### src/rtl/sbp_pkg.sv
package sbp_pkg;

    localparam int ADDR_W     = 32;
    localparam int INSN_BYTES = 4;

    typedef logic [ADDR_W-1:0] addr_t;

    typedef enum logic [1:0] {
        POL_NEVER  = 2'b00,
        POL_ALWAYS = 2'b01,
        POL_BACK   = 2'b10,
        POL_HINT   = 2'b11
    } policy_e;

    typedef struct packed {
        logic  valid;
        logic  taken;
        addr_t pc;
        addr_t target;
    } tag_t;

    typedef struct packed {
        logic  flush;
        addr_t redirect;
    } redirect_t;

    function automatic addr_t seq_addr(addr_t pc);
        return pc + addr_t'(INSN_BYTES);
    endfunction

    function automatic logic is_backward(addr_t pc, addr_t target);
        return target <= pc;
    endfunction

endpackage

### src/rtl/sbp_policy.sv
module sbp_policy
    import sbp_pkg::*;
(
    input  logic [1:0] policy_sel,
    input  addr_t      pc,
    input  addr_t      target,
    input  logic       hint,
    output logic       taken,
    output addr_t      next_pc
);
    policy_e pol;
    assign pol = policy_e'(policy_sel);

    always_comb begin
        unique case (pol)
            POL_NEVER:  taken = 1'b0;
            POL_ALWAYS: taken = 1'b1;
            POL_BACK:   taken = is_backward(pc, target);
            POL_HINT:   taken = hint;
            default:    taken = 1'b0;
        endcase
        next_pc = taken ? target : seq_addr(pc);
    end
endmodule

### src/rtl/sbp_resolve.sv
module sbp_resolve
    import sbp_pkg::*;
(
    input  logic      clk,
    input  logic      rst,
    input  logic      res_valid,
    input  logic      res_pred,
    input  logic      res_actual,
    input  addr_t     res_pc,
    input  addr_t     res_target,
    output logic      hit_evt,
    output logic      miss_evt,
    output redirect_t redir
);
    assign miss_evt = res_valid && (res_pred != res_actual);
    assign hit_evt  = res_valid && (res_pred == res_actual);

    always_ff @(posedge clk) begin
        if (rst) begin
            redir <= '0;
        end else begin
            redir.flush <= miss_evt;
            if (miss_evt)
                redir.redirect <= res_actual ? res_target : seq_addr(res_pc);
        end
    end

    p_flush_cause_r6: assert property (@(posedge clk) disable iff (rst)
        redir.flush |-> $past(res_valid && (res_pred != res_actual)));
    p_flush_addr_r6: assert property (@(posedge clk) disable iff (rst)
        (res_valid && res_actual && !res_pred) |=> redir.redirect == $past(res_target));
endmodule

### src/rtl/sbp_sat_counter.sv
module sbp_sat_counter #(
    parameter int W = 32
) (
    input  logic         clk,
    input  logic         rst,
    input  logic         inc,
    output logic [W-1:0] count
);
    localparam logic [W-1:0] TOP = '1;

    always_ff @(posedge clk) begin
        if (rst)
            count <= '0;
        else if (inc && count != TOP)
            count <= count + 1'b1;
    end

    p_step_r7: assert property (@(posedge clk) disable iff (rst)
        !$stable(count) |-> (count == $past(count) + 1'b1) && $past(inc));
    p_hold_top_r7: assert property (@(posedge clk) disable iff (rst)
        ($past(count) == TOP) |-> count == TOP);
endmodule

### src/rtl/sbp_pending.sv
module sbp_pending #(
    parameter int MAX_PEND = 15
) (
    input  logic clk,
    input  logic rst,
    input  logic inc,
    input  logic dec,
    input  logic clr,
    output logic busy
);
    localparam int PW = $clog2(MAX_PEND + 1);
    localparam logic [PW-1:0] LIMIT = PW'(MAX_PEND);

    logic [PW-1:0] pend;

    always_ff @(posedge clk) begin
        if (rst || clr)
            pend <= '0;
        else if (inc && !dec && pend != LIMIT)
            pend <= pend + 1'b1;
        else if (dec && !inc && pend != '0)
            pend <= pend - 1'b1;
    end

    assign busy = (pend != '0);

    p_drop_cause_r8: assert property (@(posedge clk) disable iff (rst)
        $fell(busy) |-> $past(dec || clr));
    p_rise_cause_r8: assert property (@(posedge clk) disable iff (rst)
        $rose(busy) |-> $past(inc));
endmodule

### src/rtl/static_branch_predictor.sv
module static_branch_predictor
    import sbp_pkg::*;
#(
    parameter int CNT_W    = 32,
    parameter int MAX_PEND = 15
) (
    input  logic             clk,
    input  logic             rst,
    input  logic [1:0]       policy_sel,
    input  logic             br_valid,
    input  logic [31:0]      br_pc,
    input  logic [31:0]      br_target,
    input  logic             br_hint,
    output logic             pred_taken,
    output logic [31:0]      pred_next_pc,
    output logic             tag_valid,
    output logic             tag_taken,
    output logic [31:0]      tag_pc,
    output logic [31:0]      tag_target,
    output logic             spec_hold,
    input  logic             res_valid,
    input  logic             res_pred,
    input  logic             res_actual,
    input  logic [31:0]      res_pc,
    input  logic [31:0]      res_target,
    output logic             flush,
    output logic [31:0]      flush_pc,
    output logic [CNT_W-1:0] hit_count,
    output logic [CNT_W-1:0] miss_count
);
    localparam int NCNT = 2;

    tag_t      tag_q;
    redirect_t redir;
    logic      hit_evt, miss_evt;
    logic [NCNT-1:0]        cnt_inc;
    logic [NCNT*CNT_W-1:0]  cnt_bus;

    sbp_policy u_policy (
        .policy_sel (policy_sel),
        .pc         (br_pc),
        .target     (br_target),
        .hint       (br_hint),
        .taken      (pred_taken),
        .next_pc    (pred_next_pc)
    );

    always_ff @(posedge clk) begin
        if (rst) begin
            tag_q <= '0;
        end else begin
            tag_q.valid <= br_valid;
            if (br_valid) begin
                tag_q.taken  <= pred_taken;
                tag_q.pc     <= br_pc;
                tag_q.target <= br_target;
            end
        end
    end

    assign tag_valid  = tag_q.valid;
    assign tag_taken  = tag_q.taken;
    assign tag_pc     = tag_q.pc;
    assign tag_target = tag_q.target;

    sbp_resolve u_resolve (
        .clk        (clk),
        .rst        (rst),
        .res_valid  (res_valid),
        .res_pred   (res_pred),
        .res_actual (res_actual),
        .res_pc     (res_pc),
        .res_target (res_target),
        .hit_evt    (hit_evt),
        .miss_evt   (miss_evt),
        .redir      (redir)
    );

    assign flush    = redir.flush;
    assign flush_pc = redir.redirect;

    assign cnt_inc = {miss_evt, hit_evt};

    for (genvar i = 0; i < NCNT; i++) begin : g_cnt
        sbp_sat_counter #(.W(CNT_W)) u_cnt (
            .clk   (clk),
            .rst   (rst),
            .inc   (cnt_inc[i]),
            .count (cnt_bus[i*CNT_W +: CNT_W])
        );
    end

    assign hit_count  = cnt_bus[0 +: CNT_W];
    assign miss_count = cnt_bus[CNT_W +: CNT_W];

    sbp_pending #(.MAX_PEND(MAX_PEND)) u_pend (
        .clk  (clk),
        .rst  (rst),
        .inc  (br_valid),
        .dec  (res_valid),
        .clr  (miss_evt),
        .busy (spec_hold)
    );

    p_never_r1: assert property (@(posedge clk) disable iff (rst)
        (policy_sel == 2'b00) |-> !pred_taken && pred_next_pc == br_pc + 32'd4);
    p_always_r2: assert property (@(posedge clk) disable iff (rst)
        (policy_sel == 2'b01) |-> pred_taken && pred_next_pc == br_target);
    p_back_r3: assert property (@(posedge clk) disable iff (rst)
        (policy_sel == 2'b10) |-> pred_taken == (br_target <= br_pc));
    p_hint_r4: assert property (@(posedge clk) disable iff (rst)
        (policy_sel == 2'b11) |-> pred_taken == br_hint);
    p_tag_follow_r5: assert property (@(posedge clk) disable iff (rst)
        br_valid |=> tag_valid && tag_taken == $past(pred_taken) && tag_pc == $past(br_pc));
    p_flush_clears_r9: assert property (@(posedge clk) disable iff (rst)
        flush |-> !spec_hold);
endmodule

### config.mk
export PLATFORM = sky130hd
export DESIGN_NAME = static_branch_predictor
export DESIGN_NICKNAME = d
export VERILOG_FILES = /design/src/rtl/sbp_pkg.sv /design/src/rtl/sbp_policy.sv /design/src/rtl/sbp_resolve.sv /design/src/rtl/sbp_sat_counter.sv /design/src/rtl/sbp_pending.sv /design/src/rtl/static_branch_predictor.sv
export SDC_FILE = /design/constraint.sdc
export NUM_CORES = 1
export LEC_CHECK = 0
export CAP_MARGIN = 15
export CORE_ASPECT_RATIO = 1.4
export CORE_MARGIN = 8
export CORE_UTILIZATION = 46
export CTS_CLUSTER_DIAMETER = 200
export CTS_CLUSTER_SIZE = 30
export DETAILED_ROUTE_END_ITERATION = 12
export PLACE_DENSITY_LB_ADDON = 0.25
export SYNTH_ARGS = -nofsm -noshare
export SYNTH_HDL_FRONTEND = slang
export SYNTH_SLANG_ARGS = --single-unit
### constraint.sdc
create_clock -name clk -period 3.6 [get_ports clk]
set_clock_uncertainty 0.05 [all_clocks]
set_input_delay 0.36 -clock clk [delete_from_list [all_inputs] [get_ports clk]]
set_output_delay 0.36 -clock clk [all_outputs]
set_load 0.01 [all_outputs]
**Word-level counts from Yosys, hierarchy flattened**

Cells that the tools add are included.

- Register bits after elaboration: 167
- Output and inout bits: 197
- Word-level logic and storage cells: 43
- Bits of input ports: 137

- Reduce and logical (&&, ||, !) cells: 14
- Add/subtract/negate cells: 6
- Equality and inequality tests: 8
- Muxes and demuxes: 5
- $lt $le $gt $ge: 1

Operators with widths:

| operator | count |
|---|---|
| 32-bit by 1-bit adder with 32-bit output, second input constant | 2 |
| 32-bit by 3-bit adder with 32-bit output, second input constant | 2 |
| 32-bit two-way mux | 2 |
| 32-bit inequality test, second input constant | 2 |
| 32-bit <= comparator | 1 |
| 1-bit logical AND | 8 |
| 4-bit two-way mux | 2 |
| 4-bit by 1-bit adder with 4-bit output, second input constant | 1 |
| 2-bit equality test, second input constant | 2 |
| 4-bit inequality test, second input constant | 1 |
| 1-bit one-hot mux with 4 select lines | 1 |
| 4-bit nonzero test | 1 |
| 4-bit by 1-bit subtractor with 4-bit output, second input constant | 1 |
| 2-bit by 1-bit equality test with 1-bit output, second input constant | 1 |
| 1-bit logical NOT | 2 |
| 2-bit logical NOT | 1 |
| 2-bit nonzero test | 1 |
| 1-bit equality test | 1 |
| 1-bit logical OR | 1 |
| 1-bit inequality test | 1 |

**Longest topological paths before layout**

Gate-level depths: netlist (run 1).

- Depth after elaboration: 5
- Mapped depth: 10
- Gate-level depth less buffers: 9

**Hierarchy**

A second synthesis (run 1) with hierarchy kept.

- Cell total of the unflattened synthesis: 1123
- Area, all modules: 9825.7 um^2

Modules (own cells, without submodules):

| module | sequential area each (um^2) | cells each | area each (um^2) | times used |
|---|---|---|---|---|
| sbp_sat_counter | 640.6 | 199 | 1674.1 | 2 |
| static_branch_predictor | 1321.3 | 212 | 2377.3 | 1 |
| sbp_resolve | 660.6 | 251 | 2015.7 | 1 |
| sbp_policy | 0.0 | 234 | 1761.7 | 1 |
| sbp_pending | 80.1 | 28 | 322.8 | 1 |

**Least setup slack after synthesis (run 1)**

No wires, ideal clock.

- Path kind: in2out
- From: input port br_pc[15]
- To: output port pred_next_pc[23]
- Arrival: 2459 ps
- Path buffers: 2
- Stages on the path: 10
- Required time: 3190 ps
- Setup slack: 731 ps
- Cells stage by stage: inv_1 ha_1 nand4_2 or4_4 a21oi_2 a211oi_1 o32a_1 buf_6 buf_12 mux2_4

- Longest elaborated chain between the ends: 3
- Elaborated cells between the ends (all ways): 4
- Classes of those cells: 1 x add/sub; 1 x order compare; 2 x mux

Ends and longest elaborated chain:

| element | line | RTL |
|---|---|---|
| start: declaration | static_branch_predictor.sv:11 | `input logic [31:0] br_pc,` |
| 32-bit <= comparator | sbp_pkg.sv:32 | `return target <= pc;` |
| 1-bit one-hot mux with 4 select lines | sbp_policy.sv:15 | `unique case (pol)` |
| via pred_taken | static_branch_predictor.sv:14 | `output logic pred_taken,` |
| 32-bit two-way mux | sbp_policy.sv:22 | `next_pc = taken ? target : seq_addr(pc);` |
| end: declaration | static_branch_predictor.sv:15 | `output logic [31:0] pred_next_pc,` |

The timed path passes the listed nets, and every way through them passes these cells.

**Worst setup path after layout (run 1)**

- From: input port br_pc[23]
- To: output port pred_next_pc[1]

- Longest elaborated chain between the ends: 3

Ends and longest elaborated chain:

| element | line |
|---|---|
| 32-bit <= comparator | sbp_pkg.sv:32 |
| 1-bit one-hot mux with 4 select lines | sbp_policy.sv:15 |
| 32-bit two-way mux | sbp_policy.sv:22 |

Every way passes these cells.

==> summary.txt, run 1 <==
Power and ir drop
  • VDD IR max: 0.263 mV
  • Pleak: 5.69 nW
  • Power Dens Cells: 343 nW/um^2

Final layout
  • Core Util, Final: 70.6%
  • Filler Cell Count: 1572
  • Final instance area: 14300 sq um
  • N_diodes: 0
  • Area growth syn-to-layout: 52.6%
  • Fin nets: 1658
  • Share of cells above drive strength 1: 14.8%

Synthesis
  • #FFs+latches synth: 167
  • Top FF cell, synth: dfxtp_1
  • Syn avg cell area: 8.63 sq um
  • Sequential area share after synthesis: 35.7%
  • Multiplexer area fraction after synthesis: 12.8%
  • Post-synthesis compound-gate area fraction: 6.41%
  • Yosys cell types: 49
  • Main combinational cell family by area after synthesis: simple AND/OR/NAND/NOR gates
  • Post-synthesis cell count: 1085
  • Warnings, synthesis: 0
  • Simple-gate portion of the synthesized area: 24.7%
  • Async set-reset flop share out of synthesis: 0%
  • Synth Cell Area: 9370 sq um
  • Most common cell in the netlist: dfxtp_1
  • Xor and xnor area share after synthesis: 10.8%
  • Post-synthesis adder-cell area fraction: 5.29%
  • Post-synth EDFFs: 0
  • Post-synth top area share: 35.7%
  • Post-synth top cells: 167 x dfxtp_1, 153 x nor2_1, 93 x nand2_1, 86 x xnor2_1, 73 x mux2i_1
  • Syn_nets: 1261
  • Largest cells by area after synthesis: dfxtp_1 36%, xnor2_1 8.0%, mux2i_1 7.8%
  • Yosys top cell by area: dfxtp_1

Placed design
  • HPWL Detailed: 24600 um
  • Area after DPL: 13500 sq um
  • IO buf count: 333
  • Setup slack at placement: -376 ps
  • Routability cong.: 0.861

Detailed routing
  • # DRC: 0
  • First-pass DRT Iterations: 4
  • WL/cell: 18.3 um
  • Post-Route WL: 32100 um
  • Routed Antenna Nets: 0
  • Vias post-DR: 9407
  • Via-to-Cell Ratio: 5.37
  • Number of DRC markers in iteration 0: 476

Floorplanning
  • Die Wd: 137 um
  • Core area: 20200 sq um
  • Die Span Y: 185 um
  • IO Count: 334
  • Die area: 25300 sq um
  • Initial Util: 46.3%
  • Row cnt: 62

Clock tree
  • CTS tree: built
  • H-Tree Depth: 4
  • CTS root buf: clkbuf_16
  • Clock transition at path regs: 60 ps
  • CTS Buffer Depth: 2
  • CTS Buf Count: 17
  • Worst-Skew Late Latency: 430 ps
  • Hold Buf Count CTS: 0
  • CTS Sinks: 167

Status
  • Outcome: finished, final reports clean

Worst setup path
  • CP Capture Type: output port
  • Worst R2R Start: g_cnt[0].u_cnt.count[5]
  • R2R setup slack: 1200 ps
  • Required time at the worst-slack endpoint: 3190 ps
  • Critical Path Source Type: input port
  • CP cell instances: clkdlybuf4s50_1, inv_1, ha_1, nand4_1, or4_4, o31ai_4, o32a_4, buf_6, buf_12, mux2_2, buf_2
  • Setup Crit Path Kind: input port to output port
  • Max stage delay on crit path: 550 ps
  • Crit Reg-Reg Endpoint: g_cnt[0].u_cnt.count[1]
  • Critical path peak fanout: 8
  • WP data arrival: 3150 ps
  • Reg2Reg Depth: 6
  • Slowest CP cell: or4_4

Hold path
  • Hold Path Cell Cnt: 4
  • Hold crit path type: input port to register
  • Min-delay src: br_target[5]
  • Min-Delay Endpoint: tag_target[5]

STA
  • Post-route setup slack: 40.7 ps
  • Final setup viols: 0
  • Slew at the pin closest to its max-slew limit: 929 ps
  • Fin Setup TNS: 0 ps
  • Fmax: 281 MHz
  • Max Transition Viols Final: 0
  • Final Hold Vio Count: 0
  • Slew headroom: 38.1%
  • Fin crit share: 98.9%
  • Minimum clock period: 3560 ps

Global routing
  • Total GRT Usage: 24.5%
  • Largest net degree at the start of global routing: 81
  • First-pass GRT wire length: 48800 um
  • Initial antenna violation count: 0
  • Vias in the first global route: 9265
  • Gr ovfl total: 0

Flow run
  • Max Cap Violations: 0
==> where the power goes <==
group | internal, mW | switching [mW] | leakage (nW)
Clock | 1.11 | 0.741 | 0.281
Combinational | 0.595 | 0.490 | 4.05
Sequential | 1.93 | 0.0463 | 1.36
==> flip-flops by register name, summed over array words and instances (netlist names) <==
name and cells:
tag_target 32, u_resolve.redir 33, tag_taken 1, u_pend.pend 4
g_cnt.u_cnt.count 64, tag_pc 32, tag_valid 1
==> metal layers <==
layer | global-route usage (%) | wire [um]
met5 | 0 | 0
met4 | 11.3 | 1190
met3 | 7.36 | 2890
met2 | 43.2 | 16200
met1 | 26.3 | 11800
==> final cells by class <==
cell class / instances / area, sq um / share of cell area (%)
clock buffers: 23 / 458 / 3.20
multi-input cells: 826 / 5830 / 40.8
inverters: 41 / 154 / 1.08
repair buffers: 429 / 4060 / 28.4
flip-flops and latches: 167 / 3340 / 23.4
clock inverters: 9 / 125 / 0.875
well taps: 256 / 320 / 2.24
==> worst max-delay path, delay by kind of cell <==
family,cells,cell delay (ps)
adder cells (fa/ha/maj),1,290
AO/OA/AOI/OAI,2,490
AND/OR/NAND/NOR,2,710
multiplexers,1,330
buffers and inverters,5,960
==> cells in the final DEF (no fill, tap or decap), types with 6 or more instances in the layout <==
master / count
dfxtp_1: 167
a31oi_1: 14
nand3_1: 53
and3_1: 26
or3_1: 7
clkdlybuf4s50_1: 280
inv_1: 32
and4_1: 15
ha_1: 26
clkbuf_16: 19
buf_2: 18
mux2_4: 28
a21oi_1: 33
nand2_1: 91
dlymetal6s2s_1: 10
buf_4: 92
ha_4: 12
nor4_1: 21
inv_2: 9
clkdlybuf4s15_2: 10
dlygate4sd2_1: 9
xnor2_1: 86
xor2_1: 30
nor3_1: 31
mux2i_1: 73
nand4_1: 39
o211ai_1: 9
o21ai_0: 16
nor2_1: 152
a211oi_1: 6
==> per-stage QoR <==
stage	power, mW	hold WS, ps	std cells
5_1_grt	5.12	331	1751
4_1_cts	4.91	331	1747
2_1_floorplan	2.48	426	1085
3_5_place_dp	3.07	396	1713
3_3_place_gp	3.06	387	1713
6_report	4.90	323	1751
==> worst max path at each step <==
stage                             from                to  slack, ps
final                        br_pc[23]   pred_next_pc[1]         40
after global routing      br_target[7]   pred_next_pc[1]        -70
after CTS                    br_pc[27]  pred_next_pc[31]         -9
after detailed placement     br_pc[14]  pred_next_pc[24]       -380
after global placement       br_pc[25]  pred_next_pc[31]       -330
after floorplan              br_pc[15]  pred_next_pc[23]        730
==> cell families (layout without fill, tap and decap cells) <==
| kind of cell | Yosys count | count (layout) |
|---|---|---|
| AND/OR/NAND/NOR | 471 | 471 |
| flip-flops | 167 | 167 |
| XOR/XNOR | 116 | 116 |
| multiplexers | 105 | 105 |
| AO/OA/AOI/OAI | 95 | 95 |
| buffers and inverters | 92 | 502 |
| adder cells (fa/ha/maj) | 39 | 39 |
==> timing repair <==
action,4_1_cts,5_1_grt
setup endpoints to repair,33,29
setup buffers,3,2
pin swaps,6,10
cloned,0,2
resized for setup,131,32
(Power assumes the default switching activity.)
==> inputs of run 2 (changes only) <==
- CORE_MARGIN: 8 -> 2
- CTS_CLUSTER_DIAMETER: 200 -> 120
==> run 2 against run 1 <==
The run now ends with negative setup slack left. Register-to-register slack improved by 50 ps. Fmax decreased by 1.6%. Wire length decreased by 2.3%. Die area decreased by 15%. Cell count increased by 0.11%. Worst hold slack got worse by 33 ps. Setup slack got worse by 58 ps. Critical path type unchanged. Critical endpoint is now pred_next_pc[0].
==> summary.txt, run 2 (synthesized netlist as in run 1, its figures left out) <==
Detailed routing
  • Vias post-DR: 9608 (was 9407)
  • # DRC: 0 (unchanged)
  • Post-Route WL: 31400 um (was 32100 um)
  • First-pass DRT Iterations: 5 (was 4)
  • Number of DRC markers in iteration 0: 640 (was 476)
  • Routed Antenna Nets: 0 (unchanged)
  • Via-to-Cell Ratio: 5.48 (was 5.37)
  • WL/cell: 17.9 um (was 18.3 um)

Clock tree
  • Hold Buf Count CTS: 0 (unchanged)
  • CTS Sinks: 167 (unchanged)
  • Clock transition at path regs: 70 ps (was 60 ps)
  • H-Tree Depth: 4 (unchanged)
  • Worst-Skew Late Latency: 430 ps (about the same)
  • CTS Buffer Depth: 2 (unchanged)
  • CTS tree: built (unchanged)
  • CTS root buf: clkbuf_16 (unchanged)
  • CTS Buf Count: 17 (unchanged)

Power and ir drop
  • Power Dens Cells: 358 nW/um^2 (was 343 nW/um^2)
  • VDD IR max: 0.286 mV (was 0.263 mV)
  • Pleak: 5.83 nW (was 5.69 nW)
  • Power consumption: 5.20 mW (was 4.90 mW)

Global routing
  • First-pass GRT wire length: 48900 um (was 48800 um)
  • Largest net degree at the start of global routing: 86 (was 81)
  • Total GRT Usage: 27.7% (was 24.5%)
  • Vias in the first global route: 9481 (was 9265)
  • Initial antenna violation count: 1 (was 0)
  • Gr ovfl total: 0 (unchanged)

Floorplanning
  • Initial Util: 47.0% (was 46.3%)
  • Core area: 19900 sq um (was 20200 sq um)
  • IO Count: 334 (unchanged)
  • Die area: 21500 sq um (was 25300 sq um)
  • Row cnt: 61 (was 62)
  • Die Span Y: 173 um (was 185 um)
  • Die Wd: 125 um (was 137 um)

STA
  • Post-route setup slack: -17.8 ps (was 40.7 ps)
  • Final hold slack: 290 ps (was 323 ps)
  • Fin Setup TNS: -55.9 ps (was 0 ps)
  • Final setup viols: 4 (was 0)
  • Final Hold Vio Count: 0 (unchanged)
  • Max Transition Viols Final: 0 (unchanged)
  • Fin crit share: 100% (was 98.9%)
  • Minimum clock period: 3620 ps (was 3560 ps)
  • Fmax: 276 MHz (was 281 MHz)
  • Slew headroom: 40.2% (was 38.1%)
  • Slew at the pin closest to its max-slew limit: 891 ps (was 929 ps)

Worst setup path
  • Required time at the worst-slack endpoint: 3190 ps (about the same)
  • Critical path peak fanout: 5 (was 8)
  • Critical Path Source Type: input port (unchanged)
  • CP Capture Type: output port (unchanged)
  • Setup Crit Path Kind: input port to output port (unchanged)
  • Slowest CP cell: or4_4 (unchanged)
  • Max stage delay on crit path: 510 ps (was 550 ps)
  • CP cell instances: clkdlybuf4s50_1, inv_1, ha_1, nand4_1, or4_4, o31ai_4, o32a_4, buf_6, buf_12, mux2_2, buf_2 (unchanged)
  • WP data arrival: 3210 ps (was 3150 ps)

Final layout
  • Fin nets: 1664 (was 1658)
  • Largest regs: g_cnt.u_cnt.count x64, u_resolve.redir x33 (unchanged)
  • Non-Filler Instances: 1753 (was 1751)
  • Core Util, Final: 72.8% (was 70.6%)
  • Filler Cell Count: 1460 (was 1572)
  • Area growth syn-to-layout: 54.8% (was 52.6%)
  • Most frequent cells in the layout: 271 x clkdlybuf4s50_1, 167 x dfxtp_1, 152 x nor2_1, 96 x buf_4, 91 x nand2_1 (was 280 x clkdlybuf4s50_1, 167 x dfxtp_1, 152 x nor2_1, 92 x buf_4, 91 x nand2_1)
  • Final instance area: 14500 sq um (was 14300 sq um)
  • Max FFs per register: 64 (unchanged)
  • Share of cells above drive strength 1: 16.4% (was 14.8%)
  • Most common cell after layout, fill and taps aside: clkdlybuf4s50_1 (unchanged)
  • Largest Register: g_cnt.u_cnt.count (unchanged)

Status
  • Failing checks: negative setup slack
  • Outcome: finished, violations left (was finished, final reports clean)

Hold path
  • Hold crit path type: input port to register (unchanged)

Placed design
  • Area after DPL: 13500 sq um (about the same)
  • Routability cong.: 0.965 (was 0.861)
  • Placed Instances: 1711 (was 1713)
  • Setup slack at placement: -459 ps (was -376 ps)
  • HPWL Detailed: 22800 um (was 24600 um)
  • IO buf count: 333 (unchanged)

Flow run
  • Max Cap Violations: 0 (unchanged)
-- run 2: changes by cell type in the layout (fill, tap and decap cells not counted), sizes merged, moves of 4 or more --
| cell | delta |
|---|---|
| dlymetal6s2s | +6 |
| clkdlybuf4s50 | -9 |
| buf | +19 |
| clkbuf | -4 |
| clkdlybuf4s15 | -14 |
| dlygate4sd2 | +5 |
-- run 2: layer usage --
layer  GRT usage [%]  part of all wire [%]
met4            12.3                   4.1
met2            50.9                    51
met3            6.16                   7.3
met1            30.3                    37
met5               0                     0
-- run 2: repair_timing --
action	in CTS	in global routing
hold endpoints to repair	0	0
endpoints found under the setup margin	33	32
gates cloned	1	1
buffers inserted	7	1
pin swaps	11	14
gates resized for setup	159	42
-- run 2: worst paths after layout --
| kind | start | to | slack [ps] | depth (start not counted) |
|---|---|---|---|---|
| worst max-delay path | br_pc[24] | pred_next_pc[0] | -20 | 11 |
| worst min-delay path | br_pc[30] | tag_pc[30] | 290 | 4 |
| worst max register to register | g_cnt[0].u_cnt.count[4] | g_cnt[0].u_cnt.count[1] | 1250 | 6 |
| worst min register to register | u_resolve.redir[16] | u_resolve.redir[16] | 410 | 2 |
-- run 2: power by group --
group	switching, mW	internal [mW]
Combinational	0.502	0.605
Sequential	0.0477	1.93
Clock	0.776	1.34
-- run 2: layout make-up --
| type | count | area, sq um | area share [%] |
|---|---|---|---|
| Multi-Input combinational cell | 826 | 5940 | 40.9 |
| Timing Repair Buffer | 435 | 4070 | 28.1 |
| Sequential cell | 167 | 3340 | 23.1 |
| Clock buffer | 20 | 457 | 3.15 |
| Tap cell | 252 | 315 | 2.17 |
| Clock inverter | 11 | 219 | 1.51 |
| Inverter | 41 | 154 | 1.06 |
| Antenna cell | 1 | 2.50 | 0.0173 |
-- run 2: critical path, delay by kind of cell --
kind | cells | cell delay, ps
simple gates | 2 | 710
fa+ha+maj | 1 | 310
compound gates | 2 | 530
buf+inv | 5 | 950
mux | 1 | 330
==> inputs of run 3 (changes only) <==
- CORE_UTILIZATION: 46 -> 49
- clock period: 3.6 -> 4.26 ns (I/O delays scaled with it)
==> run 3 against run 2 <==
The run now ends clean. Global-route usage fell by 0.23 points. Sequential share of layout area rose by 1.6 points. Clock power fell by 27%. Combinational power fell by 24%. Critical endpoint is now pred_next_pc[27].
==> summary.txt, run 3 (synthesized netlist as in run 1, its figures left out) <==
Status
  • Outcome: finished, final reports clean (was finished, violations left)

Final layout
  • Largest regs: g_cnt.u_cnt.count x64, u_resolve.redir x33 (unchanged)
  • Fin nets: 1586 (was 1664)
  • Area growth syn-to-layout: 44.8% (was 54.8%)
  • Final instance area: 13600 sq um (was 14500 sq um)
  • Most common cell after layout, fill and taps aside: clkdlybuf4s50_1 (unchanged)
  • N_diodes: 0 (was 1)
  • Max FFs per register: 64 (unchanged)
  • Non-Filler Instances: 1667 (was 1753)
  • Largest Register: g_cnt.u_cnt.count (unchanged)
  • Most frequent cells in the layout: 330 x clkdlybuf4s50_1, 167 x dfxtp_1, 152 x nor2_1, 93 x nand2_1, 86 x xnor2_1 (was 271 x clkdlybuf4s50_1, 167 x dfxtp_1, 152 x nor2_1, 96 x buf_4, 91 x nand2_1)
  • Core Util, Final: 72.6% (was 72.8%)
  • Share of cells above drive strength 1: 7.03% (was 16.4%)

Worst setup path
  • CP most frequent cell: clkdlybuf4s50_1
  • Crit path from: br_pc[11] (was br_pc[24])
  • Required time at the worst-slack endpoint: 3780 ps (was 3190 ps)
  • Critical path destination: pred_next_pc[27] (was pred_next_pc[0])
  • Setup Crit Path Kind: input port to output port (unchanged)
  • Reg2Reg Depth: 6 (unchanged)
  • Crit Reg-Reg Endpoint: g_cnt[0].u_cnt.count[4] (was g_cnt[0].u_cnt.count[1])
  • Critical Path Source Type: input port (unchanged)
  • Max stage delay on crit path: 570 ps (was 510 ps)
  • Critical path peak fanout: 17 (was 5)
  • CP Capture Type: output port (unchanged)
  • CP cell instances: clkdlybuf4s50_1, inv_1, ha_1, nand4_1, or4_4, a21oi_2, a211oi_1, o32a_2, buf_12, mux2_4, clkdlybuf4s50_1 (was clkdlybuf4s50_1, inv_1, ha_1, nand4_1, or4_4, o31ai_4, o32a_4, buf_6, buf_12, mux2_2, buf_2)
  • Worst R2R Start: g_cnt[0].u_cnt.count[4] (unchanged)
  • Slowest CP cell: or4_4 (unchanged)
  • WP data arrival: 3660 ps (was 3210 ps)
  • R2R setup slack: 1640 ps (was 1250 ps)

Clock tree
  • CTS Buffer Depth: 2 (unchanged)
  • CTS root buf: clkbuf_16 (unchanged)
  • Clock transition at path regs: 70 ps (about the same)
  • Hold Buf Count CTS: 0 (unchanged)
  • Post-CTS setup repair buffer count: 0 (was 7)
  • CTS Buf Count: 17 (unchanged)
  • H-Tree Depth: 4 (unchanged)
  • CTS tree: built (unchanged)
  • Worst-Skew Late Latency: 420 ps (was 430 ps)
  • CTS Sinks: 167 (unchanged)

Global routing
  • Met2 usage: 51.0% (was 50.9%)
  • Vias in the first global route: 8957 (was 9481)
  • First-pass GRT wire length: 44800 um (was 48900 um)
  • Met1 usage: 28.7% (was 30.3%)
  • Initial antenna violation count: 0 (was 1)
  • Top Usage Layer GRT: met2 (unchanged)
  • Met3 usage: 7.12% (was 6.16%)
  • Gr ovfl total: 0 (unchanged)
  • Largest net degree at the start of global routing: 99 (was 86)
  • Total GRT Usage: 27.5% (was 27.7%)

Detailed routing
  • First-pass DRT Iterations: 5 (unchanged)
  • # DRC: 0 (unchanged)
  • Vias post-DR: 9070 (was 9608)
  • Routed Antenna Nets: 0 (unchanged)
  • Post-Route WL: 28300 um (was 31400 um)
  • Via-to-Cell Ratio: 5.44 (was 5.48)
  • Number of DRC markers in iteration 0: 431 (was 640)
  • WL/cell: 17.0 um (was 17.9 um)

Floorplanning
  • Die area: 20300 sq um (was 21500 sq um)
  • Row cnt: 59 (was 61)
  • Die Wd: 121 um (was 125 um)
  • Initial Util: 50.2% (was 47.0%)
  • IO Count: 334 (unchanged)
  • Die Span Y: 168 um (was 173 um)
  • Core area: 18700 sq um (was 19900 sq um)

Flow run
  • Max Cap Violations: 0 (unchanged)

Placed design
  • Area after DPL: 13000 sq um (was 13500 sq um)
  • Routability cong.: 0.962 (was 0.965)
  • Setup slack at placement: 53.7 ps (was -459 ps)
  • IO buf count: 333 (unchanged)
  • Placed Instances: 1635 (was 1711)
  • HPWL Detailed: 21600 um (was 22800 um)

STA
  • Max Transition Viols Final: 0 (unchanged)
  • RSZ-0062 raised after global routing: no
  • Final Hold Vio Count: 0 (unchanged)
  • Post-route setup slack: 120 ps (was -17.8 ps)
  • Final hold slack: 410 ps (was 290 ps)
  • Slew at the pin closest to its max-slew limit: 1130 ps (was 891 ps)
  • Fin crit share: 97.2%
  • Fmax: 242 MHz
  • Minimum clock period: 4140 ps
  • Slew headroom: 24.0% (was 40.2%)
  • Final setup viols: 0 (was 4)
  • Fin Setup TNS: 0 ps (was -55.9 ps)

Power and ir drop
  • VDD IR max: 0.236 mV (was 0.286 mV)
  • Power consumption: 4.05 mW (was 5.20 mW)
  • Power Dens Cells: 299 nW/um^2 (was 358 nW/um^2)
  • Pleak: 5.23 nW (was 5.83 nW)

Hold path
  • Hold crit path type: register to register (was input port to register)
  • Min-delay src: u_resolve.redir[10] (was br_pc[30])
## run 3: critical path, delay by kind of cell
family | cells | cell delay [ps]
multiplexers | 1 | 300
buffers and inverters | 4 | 1280
AND/OR/NAND/NOR | 2 | 720
AO/OA/AOI/OAI | 3 | 600
adder cells (fa/ha/maj) | 1 | 320
## run 3: per-layer routing
metal  part of all wire, %  vias to the layer above
met1                    37                     4249
met2                    52                      322
met4                   3.8                        0
li1                      -                     4441
met5                     0                        -
met3                   6.7                       58
## run 3: cell type report
| cell class | count | area, sq um |
|---|---|---|
| Inverter | 41 | 154 |
| Clock inverter | 14 | 151 |
| Fill cell | 1451 | 5120 |
| Clock buffer | 18 | 439 |
| Sequential cell | 167 | 3340 |
| Timing Repair Buffer | 357 | 3540 |
| Tap cell | 244 | 305 |
| Multi-Input combinational cell | 826 | 5630 |
## run 3: worst min path at each step
stage                                      to  slack (ps)  cells past startpoint
after global routing      u_resolve.redir[10]         430                      2
after global placement    u_resolve.redir[14]         390                      2
final                     u_resolve.redir[10]         410                      2
after floorplan            u_resolve.redir[4]         430                      2
after detailed placement  u_resolve.redir[16]         400                      2
after CTS                 u_resolve.redir[10]         410                      2
## run 3: what timing repair did
item	CTS	global route
resized for setup	0	1
endpoints found under the setup margin	0	32
hold endpoints to repair	0	0
## run 3: power by group
| group | switching (mW) | leakage (nW) | total [mW] | internal [mW] |
|---|---|---|---|---|
| registers | 0.0386 | 1.36 | 1.66 | 1.63 |
| clock network | 0.697 | 0.287 | 1.55 | 0.849 |
| logic | 0.377 | 3.58 | 0.842 | 0.465 |
